<file path="src/rtl/i2c_cmd_pkg.sv">
package i2c_cmd_pkg;

   typedef enum logic [2:0] {
      BS_IDLE,
      BS_ADDR,
      BS_ADDR_ACK,
      BS_WR,
      BS_WR_ACK,
      BS_RD,
      BS_RD_ACK,
      BS_SKIP
   } bus_st_t;

   typedef enum logic [1:0] {
      FR_CTRL,
      FR_D1,
      FR_D2,
      FR_STREAM
   } fr_st_t;

endpackage

</file>
<file path="src/rtl/i2c_cmd_linesync.sv">
module i2c_cmd_linesync #(
   parameter int SYNC_STAGES = 2
)(
   input  logic clk,
   input  logic rst_n,
   input  logic scl_i,
   input  logic sda_i,
   output logic scl_s,
   output logic sda_s,
   output logic scl_rise,
   output logic scl_fall,
   output logic start_p,
   output logic stop_p
);

   if (SYNC_STAGES < 2) begin : g_bad_sync
      $error("SYNC_STAGES must be at least 2");
   end

   logic [SYNC_STAGES-1:0] scl_ff, sda_ff;
   logic scl_q, sda_q;

   always_ff @(posedge clk or negedge rst_n) begin
      if (!rst_n) begin
         scl_ff <= '1;
         sda_ff <= '1;
         scl_q  <= 1'b1;
         sda_q  <= 1'b1;
      end else begin
         scl_ff <= {scl_ff[SYNC_STAGES-2:0], scl_i};
         sda_ff <= {sda_ff[SYNC_STAGES-2:0], sda_i};
         scl_q  <= scl_ff[SYNC_STAGES-1];
         sda_q  <= sda_ff[SYNC_STAGES-1];
      end
   end

   assign scl_s    = scl_ff[SYNC_STAGES-1];
   assign sda_s    = sda_ff[SYNC_STAGES-1];
   assign scl_rise = scl_s & ~scl_q;
   assign scl_fall = ~scl_s & scl_q;
   assign start_p  = scl_s & scl_q & sda_q & ~sda_s;
   assign stop_p   = scl_s & scl_q & ~sda_q & sda_s;

endmodule

</file>
<file path="src/rtl/i2c_cmd_framer.sv">
module i2c_cmd_framer import i2c_cmd_pkg::*; #(
   parameter int BYTE_W = 8,
   parameter int CO_POS = 7,
   parameter int DC_POS = 6
)(
   input  logic              clk,
   input  logic              rst_n,
   input  logic              clear_i,
   input  logic              vld_i,
   input  logic [BYTE_W-1:0] byte_i,
   output logic              stb_o,
   output logic              dc_o,
   output logic [BYTE_W-1:0] byte_o
);

   if (CO_POS == DC_POS || CO_POS >= BYTE_W || DC_POS >= BYTE_W) begin : g_bad_pos
      $error("control flag positions must be distinct and inside the byte");
   end

   fr_st_t st;
   logic   co_q, dc_q;

   always_ff @(posedge clk or negedge rst_n) begin
      if (!rst_n) begin
         st     <= FR_CTRL;
         co_q   <= 1'b0;
         dc_q   <= 1'b0;
         stb_o  <= 1'b0;
         dc_o   <= 1'b0;
         byte_o <= '0;
      end else begin
         stb_o <= 1'b0;
         if (clear_i) begin
            st <= FR_CTRL;
         end else if (vld_i) begin
            case (st)
               FR_CTRL: begin
                  co_q <= byte_i[CO_POS];
                  dc_q <= byte_i[DC_POS];
                  st   <= FR_D1;
               end
               FR_D1: begin
                  stb_o  <= 1'b1;
                  dc_o   <= dc_q;
                  byte_o <= byte_i;
                  st     <= FR_D2;
               end
               FR_D2: begin
                  stb_o  <= 1'b1;
                  dc_o   <= dc_q;
                  byte_o <= byte_i;
                  st     <= co_q ? FR_CTRL : FR_STREAM;
               end
               default: begin
                  stb_o  <= 1'b1;
                  dc_o   <= dc_q;
                  byte_o <= byte_i;
               end
            endcase
         end
      end
   end

   p_ctrl_hidden_r6: assert property (@(posedge clk) disable iff (!rst_n)
      (vld_i && !clear_i && st == FR_CTRL) |=> !stb_o);

   p_single_pulse_r13: assert property (@(posedge clk) disable iff (!rst_n)
      stb_o |=> !stb_o);

   p_stream_flag_r9: assert property (@(posedge clk) disable iff (!rst_n)
      (vld_i && !clear_i && st == FR_STREAM) |=> (stb_o && dc_o == $past(dc_q)));

endmodule

</file>
<file path="src/rtl/i2c_cmd_rx.sv">
module i2c_cmd_rx import i2c_cmd_pkg::*; #(
   parameter int                          SYNC_STAGES = 2,
   parameter int                          ADDR_W      = 7,
   parameter int                          STRAP_W     = 2,
   parameter logic [ADDR_W-STRAP_W-1:0]   ADDR_FIXED  = 5'b01111,
   parameter int                          BYTE_W      = 8,
   parameter int                          CO_POS      = 7,
   parameter int                          DC_POS      = 6
)(
   input  logic               clk,
   input  logic               rst_n,
   input  logic               scl_i,
   input  logic               sda_i,
   input  logic [STRAP_W-1:0] strap_i,
   input  logic               rd_status_i,
   input  logic [BYTE_W-1:0]  status_i,
   output logic               sda_o,
   output logic               byte_stb_o,
   output logic               byte_dc_o,
   output logic [BYTE_W-1:0]  byte_o
);

   localparam int               CNT_W    = $clog2(BYTE_W);
   localparam logic [CNT_W-1:0] LAST_BIT = CNT_W'(BYTE_W - 1);

   if (ADDR_W + 1 != BYTE_W) begin : g_bad_width
      $error("address plus direction bit must fill one byte");
   end
   if (STRAP_W >= ADDR_W) begin : g_bad_strap
      $error("strap bits must leave fixed address bits");
   end

   logic scl_s, sda_s, scl_rise, scl_fall, start_p, stop_p;

   i2c_cmd_linesync #(.SYNC_STAGES(SYNC_STAGES)) u_sync (
      .clk      (clk),
      .rst_n    (rst_n),
      .scl_i    (scl_i),
      .sda_i    (sda_i),
      .scl_s    (scl_s),
      .sda_s    (sda_s),
      .scl_rise (scl_rise),
      .scl_fall (scl_fall),
      .start_p  (start_p),
      .stop_p   (stop_p)
   );

   bus_st_t           st;
   logic [CNT_W-1:0]  bit_cnt;
   logic [BYTE_W-1:0] rx_sh, tx_sh;
   logic              got, rd_mode, m_ack, pay_vld;
   logic [ADDR_W-1:0] dev_addr;
   logic [BYTE_W-1:0] rd_byte;

   assign dev_addr = {ADDR_FIXED, strap_i};
   assign rd_byte  = rd_status_i ? status_i : {1'b0, dev_addr};

   always_ff @(posedge clk or negedge rst_n) begin
      if (!rst_n) begin
         st      <= BS_IDLE;
         bit_cnt <= '0;
         rx_sh   <= '0;
         tx_sh   <= '1;
         got     <= 1'b0;
         rd_mode <= 1'b0;
         m_ack   <= 1'b0;
         pay_vld <= 1'b0;
      end else begin
         pay_vld <= 1'b0;
         if (start_p) begin
            st      <= BS_ADDR;
            bit_cnt <= '0;
            got     <= 1'b0;
         end else if (stop_p) begin
            st  <= BS_IDLE;
            got <= 1'b0;
         end else begin
            case (st)
               BS_ADDR, BS_WR: begin
                  if (scl_rise) begin
                     rx_sh   <= {rx_sh[BYTE_W-2:0], sda_s};
                     bit_cnt <= bit_cnt + 1'b1;
                     if (bit_cnt == LAST_BIT) begin
                        got     <= 1'b1;
                        bit_cnt <= '0;
                     end
                  end else if (scl_fall && got) begin
                     got <= 1'b0;
                     if (st == BS_ADDR) begin
                        if (rx_sh[BYTE_W-1:1] == dev_addr) begin
                           st      <= BS_ADDR_ACK;
                           rd_mode <= rx_sh[0];
                        end else begin
                           st <= BS_SKIP;
                        end
                     end else begin
                        st      <= BS_WR_ACK;
                        pay_vld <= 1'b1;
                     end
                  end
               end
               BS_ADDR_ACK: begin
                  if (scl_fall) begin
                     if (rd_mode) begin
                        st      <= BS_RD;
                        tx_sh   <= rd_byte;
                        bit_cnt <= '0;
                     end else begin
                        st <= BS_WR;
                     end
                  end
               end
               BS_WR_ACK: begin
                  if (scl_fall) st <= BS_WR;
               end
               BS_RD: begin
                  if (scl_fall) begin
                     if (bit_cnt == LAST_BIT) begin
                        st      <= BS_RD_ACK;
                        bit_cnt <= '0;
                     end else begin
                        tx_sh   <= {tx_sh[BYTE_W-2:0], 1'b1};
                        bit_cnt <= bit_cnt + 1'b1;
                     end
                  end
               end
               BS_RD_ACK: begin
                  if (scl_rise) begin
                     m_ack <= ~sda_s;
                  end else if (scl_fall) begin
                     if (m_ack) begin
                        st    <= BS_RD;
                        tx_sh <= rd_byte;
                     end else begin
                        st <= BS_SKIP;
                     end
                  end
               end
               default: ;
            endcase
         end
      end
   end

   always_comb begin
      case (st)
         BS_ADDR_ACK, BS_WR_ACK: sda_o = 1'b0;
         BS_RD:                  sda_o = tx_sh[BYTE_W-1];
         default:                sda_o = 1'b1;
      endcase
   end

   i2c_cmd_framer #(.BYTE_W(BYTE_W), .CO_POS(CO_POS), .DC_POS(DC_POS)) u_framer (
      .clk     (clk),
      .rst_n   (rst_n),
      .clear_i (start_p),
      .vld_i   (pay_vld),
      .byte_i  (rx_sh),
      .stb_o   (byte_stb_o),
      .dc_o    (byte_dc_o),
      .byte_o  (byte_o)
   );

   p_pull_low_only_r5: assert property (@(posedge clk) disable iff (!rst_n)
      $fell(sda_o) |-> !scl_s);

   p_stop_release_r4: assert property (@(posedge clk) disable iff (!rst_n)
      stop_p |=> sda_o);

   p_rd_hold_high_r10: assert property (@(posedge clk) disable iff (!rst_n)
      (st == BS_RD && $past(st) == BS_RD && scl_s && !start_p && !stop_p) |-> $stable(sda_o));

   p_skip_quiet_r3: assert property (@(posedge clk) disable iff (!rst_n)
      (st == BS_SKIP && $past(st) == BS_SKIP) |-> !pay_vld);

endmodule

</file>
<file path="config.mk">
export PLATFORM = sky130hd
export DESIGN_NAME = i2c_cmd_rx
export DESIGN_NICKNAME = d
export VERILOG_FILES = /design/src/rtl/i2c_cmd_pkg.sv /design/src/rtl/i2c_cmd_linesync.sv /design/src/rtl/i2c_cmd_framer.sv /design/src/rtl/i2c_cmd_rx.sv
export SDC_FILE = /design/constraint.sdc
export NUM_CORES = 1
export LEC_CHECK = 0
export BUFFER_PORTS_ARGS = -buffer_cell sky130_fd_sc_hd__buf_4
export CAP_MARGIN = 20
export CORE_AREA = 2 2 81 83
export DETAILED_ROUTE_END_ITERATION = 10
export DIE_AREA = 0 0 83 85
export GPL_TIMING_DRIVEN = 0
export SETUP_SLACK_MARGIN = 0.2
export SLEW_MARGIN = 20
export SYNTH_ARGS = -nofsm -noshare
export SYNTH_HDL_FRONTEND = slang
export SYNTH_HIERARCHICAL = 1
export SYNTH_SLANG_ARGS = --single-unit
</file>
<file path="constraint.sdc">
create_clock -name clk -period 4 [get_ports clk]
set_clock_uncertainty 0.15 [all_clocks]
set_input_delay 0 -clock clk [delete_from_list [all_inputs] [get_ports clk]]
set_output_delay 0 -clock clk [all_outputs]
set_load 0.02 [all_outputs]
</file>
Word level (Yosys, flattened, before mapping)
Index checks and enable logic that the tools add are counted.
- bits in registers: 46
- input bits: 15
- output and inout port bits: 11
- word-level logic and storage cells: 138
- $add $sub $neg: 1
- eq/ne operators: 31
- mux-type cells: 52
- bitwise gates (word level): 15
- reduce and logical (&&, ||, !) cells: 21
- operator list (operator ; number):
    8-bit two-way mux ; 8
    3-bit two-way mux ; 20
    4-bit inequality test (second input constant) ; 8
    8-bit case mux with 3 select lines ; 1
    2-bit inequality test (second input constant) ; 8
    1-bit two-way mux ; 15
    3-bit case mux with 5 select lines ; 1
    3-bit == test (second input constant) ; 4
    3-bit inequality test (second input constant) ; 4
    4-bit nonzero test ; 3
    10-bit AND reduction ; 1
    3-bit case mux with 3 select lines ; 1
    3-bit AND reduction ; 3
    9-bit AND reduction ; 1
    2-bit two-way mux ; 4
    1-bit NOT ; 8
    4-bit AND reduction ; 2
    1-bit AND ; 7
    7-bit by 6-bit == test with 1-bit output ; 1
    7-bit AND reduction ; 1
    7-bit nonzero test ; 1
    3-bit by 2-bit == test with 1-bit output (second input constant) ; 2
    2-bit case mux with 3 select lines ; 1
    6-bit AND reduction ; 1
    other kinds (12) ; 14

Longest topological paths before layout
- word-level depth: 8
- mapped depth: 6
- gate-level depth less buffers: 6

By module
Netlist, hierarchy kept.
- by module, submodules not included (module ; times used ; cells each ; area an instance (µm²)):
    i2c_cmd_rx ; 1 ; 146 ; 1592.8
    i2c_cmd_framer ; 1 ; 41 ; 601.8
    i2c_cmd_linesync ; 1 ; 10 ; 190.2

Least setup slack after synthesis
Ideal clock, no wire load.
- path kind: reg2reg
- start: reg u_sync.sda_ff[1]
- end: reg rd_mode
- arrival time: 1.639 ns
- required time: 3.725 ns
- setup slack: 2.086 ns
- cell stages (with the launch flop): 6
- path buffers: 0
- clock period less this slack: 1.914 ns
- path through: dfstp_2 > and4b_1 > nor2_2 > and3_1 > nand4b_1 > mux2_2
- longest elaborated chain between the ends: 4
- elaborated cells between the ends (all ways): 6
- those cells by class: bitwise (5); reduce/logical (1)
- ends and longest elaborated chain (what ; line ; RTL):
    start, declared ; i2c_cmd_linesync.sv:20 ; logic [SYNC_STAGES-1:0] scl_ff, sda_ff;
    start signal, assigned ; i2c_cmd_linesync.sv:31 ; sda_ff <= {sda_ff[SYNC_STAGES-2:0], sda_i};
    1-bit NOT ; i2c_cmd_linesync.sv:41 ; assign start_p = scl_s & scl_q & sda_q & ~sda_s;
    1-bit AND ; i2c_cmd_linesync.sv:41 ;
    net start_p ; i2c_cmd_rx.sv:33 ; logic scl_s, sda_s, scl_rise, scl_fall, start_p, stop_p;
    1-bit NOT (no source line) ; -- ;
    7-bit AND reduction (no source line) ; -- ;
    end signal, assigned ; i2c_cmd_rx.sv:92 ; rd_mode <= rx_sh[0];
    end, declared ; i2c_cmd_rx.sv:51 ; logic got, rd_mode, m_ack, pay_vld;
The timed path passes the listed nets, and every way through them passes these cells.
A chain may end at the register's enable or synchronous reset.

Final worst setup path
Same ends and word-level chain as after synthesis.

==> flow_summary.ini <==
[status]
status = finished, final reports clean

[cells_and_area]
nFillCells = 563
layout_common_cells = dfrtp_1 (32), buf_4 (27), mux2_2 (26)
area_growth_syn_to_layout_pct = 22.0
drive_above_1_share_pct = 37.6
layout.nets = 264
final_common_cell = dfrtp_1
diodes = 0

[route]
dr.first_iter.drc_count = 192
wl_per_cell_um = 14.1
dr.pass1.iters = 4
avgViaCountPerCell = 5.11
wl_um = 4540
ant_nets = 0
via_count = 1645
drc = 0

[pwr]
leakagePower_nw = 1.36
ir_worst_vdd_mv = 0.198
pwr_density_cell_nw_per_um2 = 450

[floorplanning]
chipHeight_um = 85
core_um2 = 6200
start_util_pct = 38.4
die-area_um2 = 7060
rows = 29
chipWidth_um = 83
ioPinCount = 26

[timing]
tightest_slew_ns = 0.611
fin_crit_sh_pct = 54.5
setup_total_negative_slack_ns = 0
slew_violations = 0
fin_hold_ws_ns = 0.0845
grt_setup_unrepaired = no
finalHoldViolCount = 0
period_needed_ns = 2.18
max_freq_mhz = 458
slew_headroom_pct = 58.9
final-setup-viol-count = 0

[global_route]
grt_pass1_vias = 1653
grt.total_usage_pct = 13.9
grt_max_degree = 47
grt_overflow = 0
grt_pass1_wl_um = 8000
antenna_found_initial = 0

[synthesis]
synth.avg_cell_area_um2 = 12.1
synth-seq-cells = 46
ys.flop_type = dfrtp_1
yosysWarnings = 6
synth_nets = 217
ys_types = 52
yosysSeqAreaShare_pct = 49.0
synth_edf_count = 0
synthesis.area_um2 = 2380
synth-async-reset-ratio_pct = 100
synth_cells = 197

[cts]
htreeDepth = 2
clockBufferDepth = 2
cts.sinks = 46
cts_made_buffers = 5
clock_latency_ns = 0.30
clk_pin_slew_ns = 0.09
post_cts_buffers = 0
root_buffer = clkbuf_8
cts_tree = built

[setup_path]
reg2reg_to = rd_mode$_DFFE_PN0P_
crit_path_end_kind = flop
worst-setup-path-type = reg -> reg
crit_arrival_ns = 2.22
r2r-start = u_sync/sda_ff[1]$_DFF_PN1_
crit_path_max_incr_delay_ns = 0.57
cp-start-kind = flop
crit_path_start = u_sync/sda_ff[1]$_DFF_PN1_
worstPathMaxFanout = 10
rr_worst_depth = 5
worst_path_max_delay_cell = dfstp_2
cp.required_ns = 4.04
crit_chain = and4b_1 -> nor2_2 -> and3_1 -> nand4b_1 -> mux2_2
crit_end = rd_mode$_DFFE_PN0P_
regToRegSetupSlack_ns = 1.82

[place]
io_buffer_count = 25
dp_hpwl_um = 3040
gp_congestion = 0.834

[flow_run]
maxCapViolations = 0

[hold_path]
hold_class = in -> reg
-- cells in the mapped netlist (2+ instances only) --
| cell | number | area (um2) |
|---|---|---|
| o21ai_0 | 13 | 65.1 |
| inv_1 | 9 | 33.8 |
| nor2_1 | 5 | 18.8 |
| nand2_1 | 7 | 26.3 |
| dfrtp_1 | 32 | 801 |
| nand4_1 | 2 | 12.5 |
| and3_1 | 4 | 25.0 |
| nand2b_1 | 7 | 43.8 |
| o211ai_1 | 2 | 15.0 |
| nand3b_1 | 6 | 45.0 |
| a2bb2oi_1 | 2 | 17.5 |
| mux2i_1 | 7 | 70.1 |
| nor3_1 | 2 | 10.0 |
| dfstp_2 | 14 | 368 |
| buf_6 | 4 | 45.0 |
| xor2_1 | 2 | 17.5 |
| nor2b_1 | 6 | 37.5 |
| buf_4 | 2 | 15.0 |
| buf_2 | 2 | 10.0 |
| and4b_1 | 2 | 20.0 |
| nor3b_1 | 2 | 15.0 |
| a21oi_1 | 6 | 30.0 |
| ha_1 | 5 | 62.6 |
| mux2_2 | 26 | 293 |
-- worst max-delay path: cells and delay by family (launching register included) --
| family | cells | cell delay, ns |
|---|---|---|
| muxes | 1 | 0.29 |
| and+or+nand+nor | 4 | 1.06 |
| DFF | 1 | 0.57 |
-- registers in the layout (all words and copies together), names as in the netlist, 2 cells and up --
signal	count
u_sync/scl_ff	2
tx_sh	8
u_framer/byte_o	8
u_sync/sda_ff	2
rx_sh	8
u_framer/st	2
bit_cnt	3
st	3
-- final cells by class --
type,count,area [um2],area share [%]
clock inverters,3,22.5,0.774
repair buffers,40,338,11.6
clock buffers,5,68.8,2.36
flip-flops and latches,46,1170,40.2
inverters,9,33.8,1.16
well taps,77,96.3,3.31
multi-input cells,133,1110,38.1
plain buffers,9,73.8,2.54
-- power by group --
group / switching (W) / leakage [nW] / internal, W
Clock: 0.000169 / 0.0489 / 0.000127
Sequential: 0.0000604 / 0.580 / 0.000535
Combinational: 0.000198 / 0.733 / 0.000221
Total: 0.000428 / 1.36 / 0.000883
-- how the worst min path moves through the flow --
stage                      startpoint                endpoint  slack, ns  cells past startpoint
after global routing      rd_status_i    tx_sh[4]$_DFFE_PN1P_       0.11                      5
after CTS                 rd_status_i    tx_sh[4]$_DFFE_PN1P_       0.08                      5
after detailed placement        rst_n       st[1]$_DFFE_PN0P_      -0.10                      1
after global placement          rst_n       st[2]$_DFFE_PN0P_      -0.10                      1
final                     rd_status_i    tx_sh[5]$_DFFE_PN1P_       0.08                      5
after floorplan                 rst_n  bit_cnt[0]$_DFFE_PN0P_      -0.45                      0
-- repair_timing --
item / CTS / global route
hold endpoints to repair: 56 / 0
hold buffers: 15 / 0
resized for setup: 0 / 0
-- cell families (layout without fill, tap and decap cells) --
logic type                 count (synthesis)  after routing  share of synthesized area (%)
and+or+nand+nor                           54             54                           15.1
DFF                                       46             46                           49.0
AOI/OAI and AO/OA                         37             37                           11.8
muxes                                     34             34                           15.8
buffers and inverters                     18             66                           4.51
adders and majority gates                  6              6                           3.04
xor gates and xnor gates                   2              2                          0.735
-- through the flow --
| stage | cell area [um2] | utilization, % | total power, W | instances | setup WS [ns] |
|---|---|---|---|---|---|
| detailed placement | 2670 | 43.0 | 0.00101 | 299 | 1.83 |
| global route | 2910 | 46.9 | 0.00140 | 322 | 1.69 |
| floorplan | 2380 | - | 0.000911 | 197 | 2.09 |
| finish | 2910 | 46.9 | 0.00131 | 322 | 1.82 |
| CTS | 2910 | 46.9 | 0.00132 | 322 | 1.82 |
| global placement | 2670 | 43.0 | 0.00100 | 299 | 1.85 |
-- layer usage --
layer / global-route usage, % / wire length, um / up-vias
met2: 22.1 / 2130 / 29
li1: - / - / 806
met4: 5.81 / 110 / 0
met1: 18.8 / 2190 / 800
met3: 2.33 / 115 / 10
met5: 0 / 0 / -
No activity file was read; power rests on OpenSTA's default activity.
